`src/rtl/ccx_pkg.sv`:
```
package ccx_pkg;

   localparam int OPC_W  = 4;
   localparam int FLAG_W = 4;

   typedef enum logic [OPC_W-1:0] {
      OPC_DIRECT = 4'd0,
      OPC_LOGIC  = 4'd1,
      OPC_ADD    = 4'd2,
      OPC_SUB    = 4'd3,
      OPC_CMP8   = 4'd4,
      OPC_CMP16  = 4'd5,
      OPC_ADDX   = 4'd6,
      OPC_SUBX   = 4'd7,
      OPC_SHIFT  = 4'd8
   } opc_e;

   // bit 3 .. bit 0 : N Z V C
   typedef struct packed {
      logic n;
      logic z;
      logic v;
      logic c;
   } flags_t;

endpackage

```
`src/rtl/cc_nz.sv`:
```
module cc_nz #(
   parameter int W = 32
) (
   input  logic [W-1:0] val,
   output logic         n,
   output logic         z
);
   always_comb begin
      z = (val == '0);
      n = !z && val[W-1];
   end
endmodule

```
`src/rtl/cc_add_rule.sv`:
```
module cc_add_rule #(
   parameter int W = 32
) (
   input  logic [W-1:0] res,
   input  logic [W-1:0] src,
   input  logic         cin,
   output logic         n,
   output logic         z,
   output logic         v,
   output logic         c
);
   localparam logic [W-1:0] ONE = {{(W-1){1'b0}}, 1'b1};

   logic [W-1:0] first_op;

   cc_nz #(.W(W)) u_nz (.val(res), .n(n), .z(z));

   always_comb begin
      first_op = cin ? (res - src - ONE) : (res - src);
      c = cin ? (res <= src) : (res < src);
      v = (first_op[W-1] == src[W-1]) && (res[W-1] != src[W-1]);
   end
endmodule

```
`src/rtl/cc_sub_rule.sv`:
```
module cc_sub_rule #(
   parameter int W = 32
) (
   input  logic [W-1:0] res,
   input  logic [W-1:0] src,
   input  logic         bin,
   output logic         n,
   output logic         z,
   output logic         v,
   output logic         c
);
   localparam logic [W-1:0] ONE = {{(W-1){1'b0}}, 1'b1};

   logic [W-1:0] minuend;
   logic [W-1:0] diff_m;

   cc_nz #(.W(W)) u_nz (.val(res), .n(n), .z(z));

   always_comb begin
      minuend = bin ? (res + src + ONE) : (res + src);
      c       = bin ? (minuend <= src) : (minuend < src);
      diff_m  = (minuend ^ res) & (minuend ^ src);
      v       = diff_m[W-1];
   end
endmodule

```
`src/rtl/cc_flag_core.sv`:
```
module cc_flag_core
   import ccx_pkg::*;
#(
   parameter int DATA_W   = 32,
   parameter int MID_W    = 16,
   parameter int NARROW_W = 8
) (
   input  logic [OPC_W-1:0]  op,
   input  logic [DATA_W-1:0] res,
   input  logic [DATA_W-1:0] src,
   input  logic              pz,
   output flags_t            flags,
   output logic              err
);
   localparam int LANES = 3;

   function automatic int lane_w(input int idx);
      return (idx == 0) ? DATA_W : ((idx == 1) ? MID_W : NARROW_W);
   endfunction

   logic             is_addx, is_subx;
   logic             full_n, full_z;
   logic             add_n, add_z, add_v, add_c;
   logic [LANES-1:0] ln_n, ln_z, ln_v, ln_c;

   assign is_addx = (op == OPC_ADDX);
   assign is_subx = (op == OPC_SUBX);

   cc_nz #(.W(DATA_W)) u_full_nz (.val(res), .n(full_n), .z(full_z));

   cc_add_rule #(.W(DATA_W)) u_add (
      .res(res), .src(src), .cin(is_addx),
      .n(add_n), .z(add_z), .v(add_v), .c(add_c)
   );

   // lane 0: full-width subtract (and extend), lane 1: halfword, lane 2: byte
   for (genvar g = 0; g < LANES; g++) begin : g_lane
      localparam int LW = lane_w(g);
      cc_sub_rule #(.W(LW)) u_sub (
         .res(res[LW-1:0]), .src(src[LW-1:0]),
         .bin((g == 0) ? is_subx : 1'b0),
         .n(ln_n[g]), .z(ln_z[g]), .v(ln_v[g]), .c(ln_c[g])
      );
   end

   always_comb begin
      flags = '0;
      err   = 1'b0;
      case (op)
         OPC_DIRECT: flags = flags_t'(res[FLAG_W-1:0]);
         OPC_LOGIC: begin
            flags.n = full_n;
            flags.z = full_z;
         end
         OPC_ADD, OPC_ADDX: begin
            flags.n = add_n;
            flags.z = add_z && (!is_addx || pz);
            flags.v = add_v;
            flags.c = add_c;
         end
         OPC_SUB, OPC_SUBX: begin
            flags.n = ln_n[0];
            flags.z = ln_z[0] && (!is_subx || pz);
            flags.v = ln_v[0];
            flags.c = ln_c[0];
         end
         OPC_CMP16: flags = '{n: ln_n[1], z: ln_z[1], v: ln_v[1], c: ln_c[1]};
         OPC_CMP8:  flags = '{n: ln_n[2], z: ln_z[2], v: ln_v[2], c: ln_c[2]};
         OPC_SHIFT: begin
            flags.n = full_n;
            flags.z = full_z;
            flags.c = (src != '0);
         end
         default: err = 1'b1;
      endcase
   end
endmodule

```
`src/rtl/deferred_cc_unit.sv`:
```
module deferred_cc_unit
   import ccx_pkg::*;
#(
   parameter int DATA_W   = 32,
   parameter int MID_W    = 16,
   parameter int NARROW_W = 8
) (
   input  logic                clk,
   input  logic                rst_n,
   input  logic                eval_req,
   input  logic [OPC_W-1:0]    op_code,
   input  logic [DATA_W-1:0]   res_val,
   input  logic [DATA_W-1:0]   src_val,
   input  logic                prior_z,
   output logic [FLAG_W-1:0]   flags_out,
   output logic                flags_vld,
   output logic                op_err
);
   if (NARROW_W < 2 || NARROW_W >= MID_W || MID_W >= DATA_W) begin : g_bad_widths
      $error("deferred_cc_unit: need 2 <= NARROW_W < MID_W < DATA_W");
   end
   if (DATA_W < FLAG_W) begin : g_bad_data
      $error("deferred_cc_unit: DATA_W must hold the direct flag field");
   end

   flags_t             nxt_flags;
   logic               nxt_err;
   logic [OPC_W-1:0]   opc_q;
   logic               pz_q;

   cc_flag_core #(.DATA_W(DATA_W), .MID_W(MID_W), .NARROW_W(NARROW_W)) u_core (
      .op(op_code), .res(res_val), .src(src_val), .pz(prior_z),
      .flags(nxt_flags), .err(nxt_err)
   );

   always_ff @(posedge clk or negedge rst_n) begin
      if (!rst_n) begin
         flags_out <= '0;
         flags_vld <= 1'b0;
         op_err    <= 1'b0;
         opc_q     <= '0;
         pz_q      <= 1'b0;
      end else begin
         flags_vld <= eval_req;
         op_err    <= eval_req && nxt_err;
         if (eval_req) begin
            flags_out <= nxt_err ? '0 : nxt_flags;
            opc_q     <= op_code;
            pz_q      <= prior_z;
         end
      end
   end

   // strobe follows the request by exactly one edge
   assert_vld_follows_req_R11: assert property (@(posedge clk) disable iff (!rst_n)
      eval_req |=> flags_vld);
   assert_vld_single_R11: assert property (@(posedge clk) disable iff (!rst_n)
      !eval_req |=> !flags_vld);
   assert_hold_idle_R11: assert property (@(posedge clk) disable iff (!rst_n)
      !eval_req |=> $stable(flags_out));
   // computed classes never report N and Z together
   assert_nz_exclusive_R2: assert property (@(posedge clk) disable iff (!rst_n)
      (flags_vld && opc_q != OPC_DIRECT) |-> !(flags_out[3] && flags_out[2]));
   // logic class clears V and C
   assert_logic_vc_R3: assert property (@(posedge clk) disable iff (!rst_n)
      (flags_vld && opc_q == OPC_LOGIC) |-> (flags_out[1:0] == 2'b00));
   // sticky zero can only be cleared
   assert_sticky_zero_R10: assert property (@(posedge clk) disable iff (!rst_n)
      (flags_vld && (opc_q == OPC_ADDX || opc_q == OPC_SUBX) && !pz_q) |-> !flags_out[2]);
   // shift never reports overflow
   assert_shift_nov_R9: assert property (@(posedge clk) disable iff (!rst_n)
      (flags_vld && opc_q == OPC_SHIFT) |-> !flags_out[1]);
   // error comes only with the strobe and zero flags
   assert_err_clean_R12: assert property (@(posedge clk) disable iff (!rst_n)
      op_err |-> (flags_vld && flags_out == '0));
endmodule

```
`config.mk`:
```
export PLATFORM = sky130hd
export DESIGN_NAME = deferred_cc_unit
export DESIGN_NICKNAME = d
export VERILOG_FILES = /design/src/rtl/ccx_pkg.sv /design/src/rtl/cc_nz.sv /design/src/rtl/cc_add_rule.sv /design/src/rtl/cc_sub_rule.sv /design/src/rtl/cc_flag_core.sv /design/src/rtl/deferred_cc_unit.sv
export SDC_FILE = /design/constraint.sdc
export NUM_CORES = 1
export LEC_CHECK = 0
export BUFFER_PORTS_ARGS = -buffer_cell sky130_fd_sc_hd__buf_2
export CORE_MARGIN = 5
export CORE_UTILIZATION = 35
export DETAILED_ROUTE_END_ITERATION = 16
export PLACE_DENSITY = 0.57
export SYNTH_ARGS = -nofsm -noshare
export SYNTH_HDL_FRONTEND = slang
export SYNTH_SLANG_ARGS = --single-unit
```
`constraint.sdc`:
```
create_clock -name clk -period 2.15 [get_ports clk]
set_input_delay 0.1075 -clock clk [delete_from_list [all_inputs] [get_ports clk]]
set_output_delay 0.1075 -clock clk [all_outputs]
set_load 0.01 [all_outputs]
```
==> impl_metrics.ini, run 1 <==
[status]
status = finished with violations
failed_checks = negative setup slack

[clock_network]
cts_root_buf = clkbuf_16
clk_path_buf_depth = 2
htree_levels = 1
clk_pin_slew_worst_paths_ns = 0.03
cts.sinks = 6
cts_tree = yes
insertion_delay_ns = 0.23
numCtsBuffers = 3

[power]
power.switching_uw = 1930
p_per_area_nw_per_um2 = 382
power.internal_uw = 2290
p_sw_frac = 0.458
power.leakage_uw = 0.00537
vdd_drop_max_mv = 0.282
clock_power_share = 0.071
share_comb_of_total_power = 0.899
sequentialPowerShare = 0.030

[logic_synthesis]
yosys.area_share.simple = 0.288
synthesis.area_sq_um = 6380
synth.avg_cell_area_sq_um = 6.91
synth_top_family_by_area = simple AND/OR/NAND/NOR gates
synth_mux_area_frac = 0.0179
synth.yosys.seq_area_share = 0.0235
synth_xor_area_frac = 0.0954
synth_fp_nets = 1107
synthAdderAreaFrac = 0.222
synth_cell_type_count = 87
synth-compound-area-share = 0.280
synth_seq_cells = 6
syn_inst = 923
async_reset_ff_frac = 1.00
ys_warn_count = 0
synthFlopType = dfrtp_1
synth_edf_count = 0

[routing]
ant_nets = 0
vias_per_cell = 5.46
dr.first_iter.drc_count = 680
drc = 0
num_vias = 8993
wl_um = 30300
firstDrtPassIters = 5
post_drt_wl_per_cell_um = 18.4

[timing]
max_freq_mhz = 223
finalHoldViolCount = 0
slew_viol_final = 0
finalSetupViolCount = 2
post-route-period-util = 2.08
fin_skew_ns = 0
tightestPinTransition_ns = 0.649
worst_slack_ns = -2.33
timing.hold.ws_ns = 0.113
relSlewSlack = 0.563
period_minus_slack_ns = 4.48
rsz0062_at_grt = yes

[placed_design]
dpl-instance-area_sq_um = 10400
dp_hpwl_um = 26300
portBuffers = 77
place.gp.congestion = 0.973
post-place-ws_ns = -2.63

[grt]
antenna_found_initial = 1
grt_pass1_wl_um = 46600
track_usage = 0.269
grt_pass1_vias = 8739
grt_max_degree = 15
overflow = 0

[worst_setup_path]
crit_top_cell = buf_4
worstPathArrival_ns = 4.58
worstPathRequired_ns = 2.25
crit_chain = buf_2 > ha_4 > fa_2 > nand2b_4 > a2111o_1 > nand2_2 > a221oi_4 > buf_4 > o211ai_4 > a31oi_2 > xnor2_1 > or4b_4 > nor4b_4 > xor2_1 > ha_1 > nand4_1 > buf_4 > nor4_4 > buf_4 > buf_4 > nand4_1 > nand4_1 > o32a_1
ff2ff_path_depth = 4
startpoint = res_val[0]
critPathCaptureType = flip-flop
endpoint = flags_out[0]
crit_type = primary input to flip-flop
r2r_start = flags_out[1]
crit_fanout = 5
ff2ff_setup_slack_ns = 0.74
slowest_delay_ns = 0.54
start_kind = primary input
r2r_end = flags_out[1]
slowest_stage = or4b_4

[floorplanning]
die_w_um = 145
rows = 49
fp.dieArea_sq_um = 21000
boundaryPins = 78
core_area_sq_um = 18000
die_h_um = 145
start_util = 0.355

[flow_run]
drv_cap = 0

[layout]
design_area_sq_um = 11000
final_common_cell = buf_4
layout-drive-gt1-share = 0.449
area_growth_pct = 73.3
n_antenna_cell = 0
mostFrequentLayoutCells = 440 x buf_4, 94 x ha_1, 84 x a21oi_1
nNetsFinal = 1603

[worst_hold_path]
hold_path.class = primary input to flip-flop
==> per-stage QoR <==
| stage | std cells | util | power (uW) | setup TNS, ns |
|---|---|---|---|---|
| 3_3_place_gp | 1617 | 0.577 | 3560 | -4.79 |
| 3_5_place_dp | 1617 | 0.577 | 3600 | -5.07 |
| 4_1_cts | 1638 | 0.603 | 4040 | -4.07 |
| 6_report | 1646 | 0.615 | 4220 | -4.47 |
| 5_1_grt | 1646 | 0.615 | 4540 | -4.80 |
| 2_1_floorplan | 923 | - | 1900 | -3.53 |
==> Yosys cell counts (all sizes together), types with 21 or more instances <==
cell type,instances,area [sq um]
nand2,62,233
ha,110,1380
nor3,26,130
o21ai,48,244
nor2b,22,138
nand3,21,105
nand4,30,188
a21oi,90,462
inv,85,319
clkbuf,25,93.8
nor4,37,250
xnor2,51,454
nor2,73,274
==> final cells by class <==
cell class                      instances  area [sq um]
Sequential cell                         6           150
Fill cell                            1679          6910
Clock buffer                            3          75.1
Timing Repair Buffer                  525          3820
Inverter                               86           340
Multi-Input combinational cell        797          6380
Tap cell                              229           287
==> critical path, delay by kind of cell <==
family,cells,cell delay (ns)
AOI/OAI and AO/OA,5,1.22
xor gates and xnor gates,2,0.32
adders and majority gates,3,0.84
buffers and inverters,5,0.70
and+or+nand+nor,8,1.39
==> metal layers <==
metal,global-route usage,part of all wire,vias up
met2,0.454,0.47,340
met3,0.0256,0.058,59
met1,0.367,0.44,4192
met5,0,0.00023,-
li1,-,-,4400
met4,0.0744,0.033,2
==> repair_timing <==
action                                  4_1_cts  5_1_grt
resized for setup                            49       32
setup buffers                                17        8
cloned                                        0        0
endpoints found under the setup margin        2        2
endpoints found under the hold margin         6        0
pin swaps                                    37       13
hold buffers                                  1        0
==> how the worst min path moves through the flow <==
stage | depth (start not counted) | endpoint | slack [ns] | from
2_1_floorplan | 0 | flags_out[0] | -0.19 | rst_n
3_3_place_gp | 1 | op_err | -0.06 | rst_n
3_5_place_dp | 1 | op_err | -0.06 | rst_n
4_1_cts | 1 | flags_vld | 0.11 | eval_req
5_1_grt | 1 | flags_vld | 0.12 | eval_req
6_report | 1 | flags_vld | 0.11 | eval_req
==> state kept, by name, indices dropped and copies added, names as in the netlist <==
name / cells
op_err: 1
flags_vld: 1
flags_out: 4
==> cell families (layout without fill, tap and decap cells) <==
| kind of cell | count (synthesis) | count (layout) |
|---|---|---|
| compound gates | 267 | 267 |
| xor+xnor | 67 | 67 |
| mux | 11 | 11 |
| simple gates | 340 | 340 |
| buf+inv | 120 | 614 |
| flops | 6 | 6 |
| fa+ha+maj | 112 | 112 |
==> power groups by stage <==
stage / sequential (uW) / combinational [uW] / clock, uW
6_report: 128 / 3790 / 298
5_1_grt: 129 / 4090 / 315
4_1_cts: 128 / 3610 / 303
2_1_floorplan: 134 / 1770 / 0
3_3_place_gp: 130 / 3430 / 0
3_5_place_dp: 129 / 3470 / 0
(Power assumes the default switching activity.)
==> run 2, diff against run 1 <==
--- a/config.mk
+++ b/config.mk
@@ -9,7 +9,7 @@
 export CORE_MARGIN = 5
 export CORE_UTILIZATION = 35
 export DETAILED_ROUTE_END_ITERATION = 16
-export PLACE_DENSITY = 0.57
+export PLACE_DENSITY = 0.63
 export SYNTH_ARGS = -nofsm -noshare
 export SYNTH_HDL_FRONTEND = slang
 export SYNTH_SLANG_ARGS = --single-unit
==> run 2 against run 1 <==
The flow still finishes with violations (negative setup slack). Die area did not move. Sequential share of layout area barely moved. Critical endpoint unchanged. Combinational power barely moved. Largest cell class unchanged. Flip-flop and latch count did not move. Sequential power barely moved.
==> impl_metrics.ini, run 2 (same netlist as run 1, synthesis figures left out) <==
[layout]
nNetsFinal = 1597
design_area_sq_um = 11000
fill_cells = 1622
stdcell_count = 1640
area_growth_pct = 72.8
n_antenna_cell = 0
max_flop_register = flags_out
mostFrequentLayoutCells = 437 x buf_4, 96 x ha_1, 82 x a21oi_1
reg.largest.list = flags_out x4, flags_vld x1, op_err x1
largest_reg_flops = 4
seq_area_sq_um = 150
multi_input_area_sq_um = 6410
final_common_cell = buf_4
layout-drive-gt1-share = 0.444

[floorplanning]
core_area_sq_um = 18000
start_util = 0.355
rows = 49
die_w_um = 145
fp.dieArea_sq_um = 21000
die_h_um = 145
boundaryPins = 78

[worst_setup_path]
r2r_end = flags_out[1]
ff2ff_path_depth = 4
worstPathArrival_ns = 4.54
r2r_start = flags_out[1]
critPathCaptureType = flip-flop
crit_top_cell = buf_6
slowest_delay_ns = 0.56
slowest_stage = or4_4
crit_type = primary input to flip-flop
start_kind = primary input
crit_fanout = 4
ff2ff_setup_slack_ns = 0.88
crit_chain = buf_2 > ha_4 > or4_4 > nand2b_4 > a211oi_4 > o21ai_2 > a21oi_4 > buf_6 > xnor2_1 > nand2b_1 > or4b_4 > nor4b_4 > xor2_1 > ha_1 > nand4_1 > buf_4 > buf_6 > o32ai_2 > o21ai_1 > o32a_1
worstPathRequired_ns = 2.26

[timing]
fin_skew_ns = 0
post-route-period-util = 2.06
tightestPinTransition_ns = 0.722
timing.hold.ws_ns = 0.117
worst_slack_ns = -2.28
relSlewSlack = 0.518
max_freq_mhz = 226
slew_viol_final = 0
rsz0062_at_grt = yes
finalHoldViolCount = 0
finalSetupViolCount = 2
period_minus_slack_ns = 4.43

[grt]
antenna_found_initial = 1
grt_pass1_wl_um = 45600
grt_max_degree = 15
overflow = 0
track_usage = 0.263
grt_pass1_vias = 8772

[placed_design]
dp_hpwl_um = 25700
dpl-instance-area_sq_um = 10300
placedCellCount = 1614
place.gp.congestion = 0.981
post-place-ws_ns = -2.60
portBuffers = 77

[clock_network]
cts_tree = yes
cts_root_buf = clkbuf_16
clk_pin_slew_worst_paths_ns = 0.03
clk_path_buf_depth = 2
cts.sinks = 6
htree_levels = 1
insertion_delay_ns = 0.23
numCtsBuffers = 3

[status]
status = finished with violations
failed_checks = negative setup slack

[worst_hold_path]
hold_start = eval_req
hold_end = flags_vld
whs_path_depth = 1
hold_path.class = primary input to flip-flop

[routing]
drc = 0
firstDrtPassIters = 6
num_vias = 9042
ant_nets = 0
dr.first_iter.drc_count = 785
wl_um = 29800
vias_per_cell = 5.51
post_drt_wl_per_cell_um = 18.1

[power]
vdd_drop_max_mv = 0.364
power.leakage_uw = 0.00534
p_per_area_nw_per_um2 = 380
total_power_uw = 4180

[flow_run]
drv_cap = 0
run 2: layer usage:
metal	track usage	up-vias	routed length [um]
li1	-	4393	-
met2	0.441	382	13700
met4	0.0739	2	975
met1	0.356	4204	12700
met5	0	-	19
met3	0.0296	61	2400
run 2: cell type report:
cell class,instances,area share
sequential,6,0.0136
multi-input combinational,797,0.581
tap,229,0.0260
clock buffer,3,0.00681
inverter,86,0.0304
timing repair buffer,519,0.342
run 2: how the worst max path moves through the flow:
stage | end | depth (start not counted) | start
2_1_floorplan | flags_out[0] | 19 | res_val[0]
3_3_place_gp | flags_out[0] | 22 | res_val[0]
3_5_place_dp | flags_out[0] | 22 | res_val[0]
4_1_cts | flags_out[0] | 23 | src_val[0]
5_1_grt | flags_out[0] | 27 | src_val[2]
6_report | flags_out[0] | 20 | res_val[11]
run 2: metrics by stage:
stage               TNS [ns]  utilization
floorplan              -3.53            -
global placement       -4.86        0.576
detailed placement     -5.02        0.576
CTS                    -4.13        0.599
global route           -4.36        0.613
finish                 -4.05        0.613
run 2: power breakdown:
part | switching (uW) | leakage, uW | internal, uW
logic | 1850 | 0.00523 | 1910
clock network | 57.5 | 0.0000370 | 238
registers | 6.12 | 0.0000746 | 123
total | 1910 | 0.00534 | 2270
run 2: repair_timing:
item,4_1_cts,5_1_grt
endpoints found under the hold margin,6,0
pin swaps,28,26
resized for setup,38,39
endpoints found under the setup margin,2,3
hold buffers,1,0
setup buffers,17,5
run 2: worst max-delay path, delay by kind of cell:
family | cells | cell delay (ns)
buffers and inverters | 4 | 0.56
AND/OR/NAND/NOR | 6 | 1.88
adder cells (fa/ha/maj) | 2 | 0.57
XOR/XNOR | 2 | 0.18
AO/OA/AOI/OAI | 6 | 1.24
==> run 3, diff against run 2 <==
--- a/config.mk
+++ b/config.mk
@@ -10,6 +10,7 @@
 export CORE_UTILIZATION = 35
 export DETAILED_ROUTE_END_ITERATION = 16
 export PLACE_DENSITY = 0.63
+export SKIP_CTS_REPAIR_TIMING = 1
 export SYNTH_ARGS = -nofsm -noshare
 export SYNTH_HDL_FRONTEND = slang
 export SYNTH_SLANG_ARGS = --single-unit
==> run 3 against run 2 <==
The run still ends with negative setup slack left. Die area unchanged. Critical path depth up 3. Power rose by 1.2%. Sequential power hardly changed. Register-to-register slack about the same. Count of clock-buffer cells in the layout stayed put. First-iteration DRC count increased by 21%. Utilization rose by 0.45 points. Clock skew is the same. Design area grew 0.73%. Critical path type unchanged. Largest power group unchanged. Highest routed layer is now met4.
==> impl_metrics.ini, run 3 (same netlist as run 1, synthesis figures left out) <==
[routing]
wl_um = 30100
num_vias = 8984
post_drt_wl_per_cell_um = 18.4
vias_per_cell = 5.49
drc = 0
ant_nets = 0
dr.first_iter.drc_count = 947
firstDrtPassIters = 6

[timing]
tightestPinTransition_ns = 0.698
finalHoldViolCount = 0
finalSetupViolCount = 2
worst_slack_ns = -2.40
max_freq_mhz = 220
post-route-period-util = 2.12
period_minus_slack_ns = 4.55
rsz0062_at_grt = yes
tns_ns = -4.23
fin_skew_ns = 0
slew_viol_final = 0
relSlewSlack = 0.534

[placed_design]
dp_hpwl_um = 25700
portBuffers = 77
place.gp.congestion = 0.981
post-place-ws_ns = -2.60
placedCellCount = 1614

[clock_network]
cts.sinks = 6
cts_tree = yes
numCtsBuffers = 3
insertion_delay_ns = 0.22
cts_root_buf = clkbuf_16
clk_path_buf_depth = 2
clk_pin_slew_worst_paths_ns = 0.03
htree_levels = 1

[layout]
n_antenna_cell = 0
reg.largest.list = flags_out x4, flags_vld x1, op_err x1
final_util = 0.618
nNetsFinal = 1592
final_common_cell = buf_4
mostFrequentLayoutCells = 435 x buf_4, 95 x ha_1, 84 x a21oi_1
max_flop_register = flags_out
stdcell_count = 1635
layout-drive-gt1-share = 0.448
largest_reg_flops = 4
area_growth_pct = 74.1

[floorplanning]
boundaryPins = 78
fp.dieArea_sq_um = 21000
core_area_sq_um = 18000
start_util = 0.355
die_w_um = 145
die_h_um = 145
rows = 49

[worst_setup_path]
crit_type = primary input to flip-flop
r2r_end = flags_out[1]
r2r_start = flags_out[1]
ff2ff_setup_slack_ns = 0.88
crit_fanout = 4
critPathCaptureType = flip-flop
worstPathArrival_ns = 4.65
start_kind = primary input
worstPathRequired_ns = 2.26
startpoint = src_val[0]
endpoint = flags_out[0]
ff2ff_path_depth = 4

[grt]
grt_pass1_wl_um = 44500
grt_max_degree = 15
grt_pass1_vias = 8548
overflow = 0
antenna_found_initial = 0
track_usage = 0.257

[worst_hold_path]
hold_path.class = primary input to flip-flop

[status]
status = finished with violations
failed_checks = negative setup slack

[power]
vdd_drop_max_mv = 0.359
power.leakage_uw = 0.00535
p_per_area_nw_per_um2 = 382

[flow_run]
drv_cap = 0
[run 3: cell count changes in the layout (fill, tap and decap cells not counted), sizes merged]
cell,previous run,this run
buf,518,513
[run 3: worst min-delay path by stage]
stage / start / to / slack (ns) / cells past startpoint
after floorplan: rst_n / flags_out[0] / -0.19 / 0
after global placement: rst_n / flags_out[2] / -0.06 / 1
after detailed placement: rst_n / flags_out[2] / -0.06 / 1
after CTS: rst_n / flags_out[2] / -0.30 / 1
after global routing: eval_req / flags_vld / 0.12 / 1
final: eval_req / flags_vld / 0.12 / 1
[run 3: cell type report]
type,instances,area (sq um)
Inverter,86,338
Tap cell,229,287
Sequential cell,6,150
Fill cell,1604,6860
Clock buffer,3,75.1
Multi-Input combinational cell,797,6520
Timing Repair Buffer,514,3730
[run 3: metal layers]
metal	vias to the layer above	routed length (um)	track usage
li1	4377	-	-
met1	4186	13100	0.356
met2	376	14100	0.432
met3	45	2160	0.0218
met4	0	784	0.0636
met5	-	0	0
[run 3: critical path, stage by stage]
cell,delay [ns]
buf_8,0.10
ha_4,0.16
fa_2,0.37
nand2b_4,0.09
a2111o_1,0.25
nand2_2,0.11
a221oi_4,0.28
buf_4,0.17
xnor2_2,0.13
nand2_2,0.10
nor4_4,0.31
nand3_4,0.18
nor4_4,0.32
and2b_2,0.22
nand3_1,0.12
xor2_1,0.17
ha_1,0.28
nand4_1,0.20
buf_4,0.20
buf_4,0.13
o32ai_2,0.26
o21ai_1,0.12
o32a_1,0.28
[run 3: where the power goes]
part	total, uW	switching [uW]	internal [uW]	leakage (uW)
combinational	3810	1880	1930	0.00524
clock	293	55.2	238	0.0000370
sequential	129	5.99	123	0.0000746
[run 3: stage by stage]
step | hold WS (ns) | cell area, sq um | power, uW
CTS | -0.298 | 10400 | 3930
global placement | -0.0621 | 10300 | 3560
floorplan | -0.188 | 6690 | 1900
global route | 0.119 | 11100 | 4540
detailed placement | -0.0624 | 10300 | 3600
finish | 0.118 | 11100 | 4240
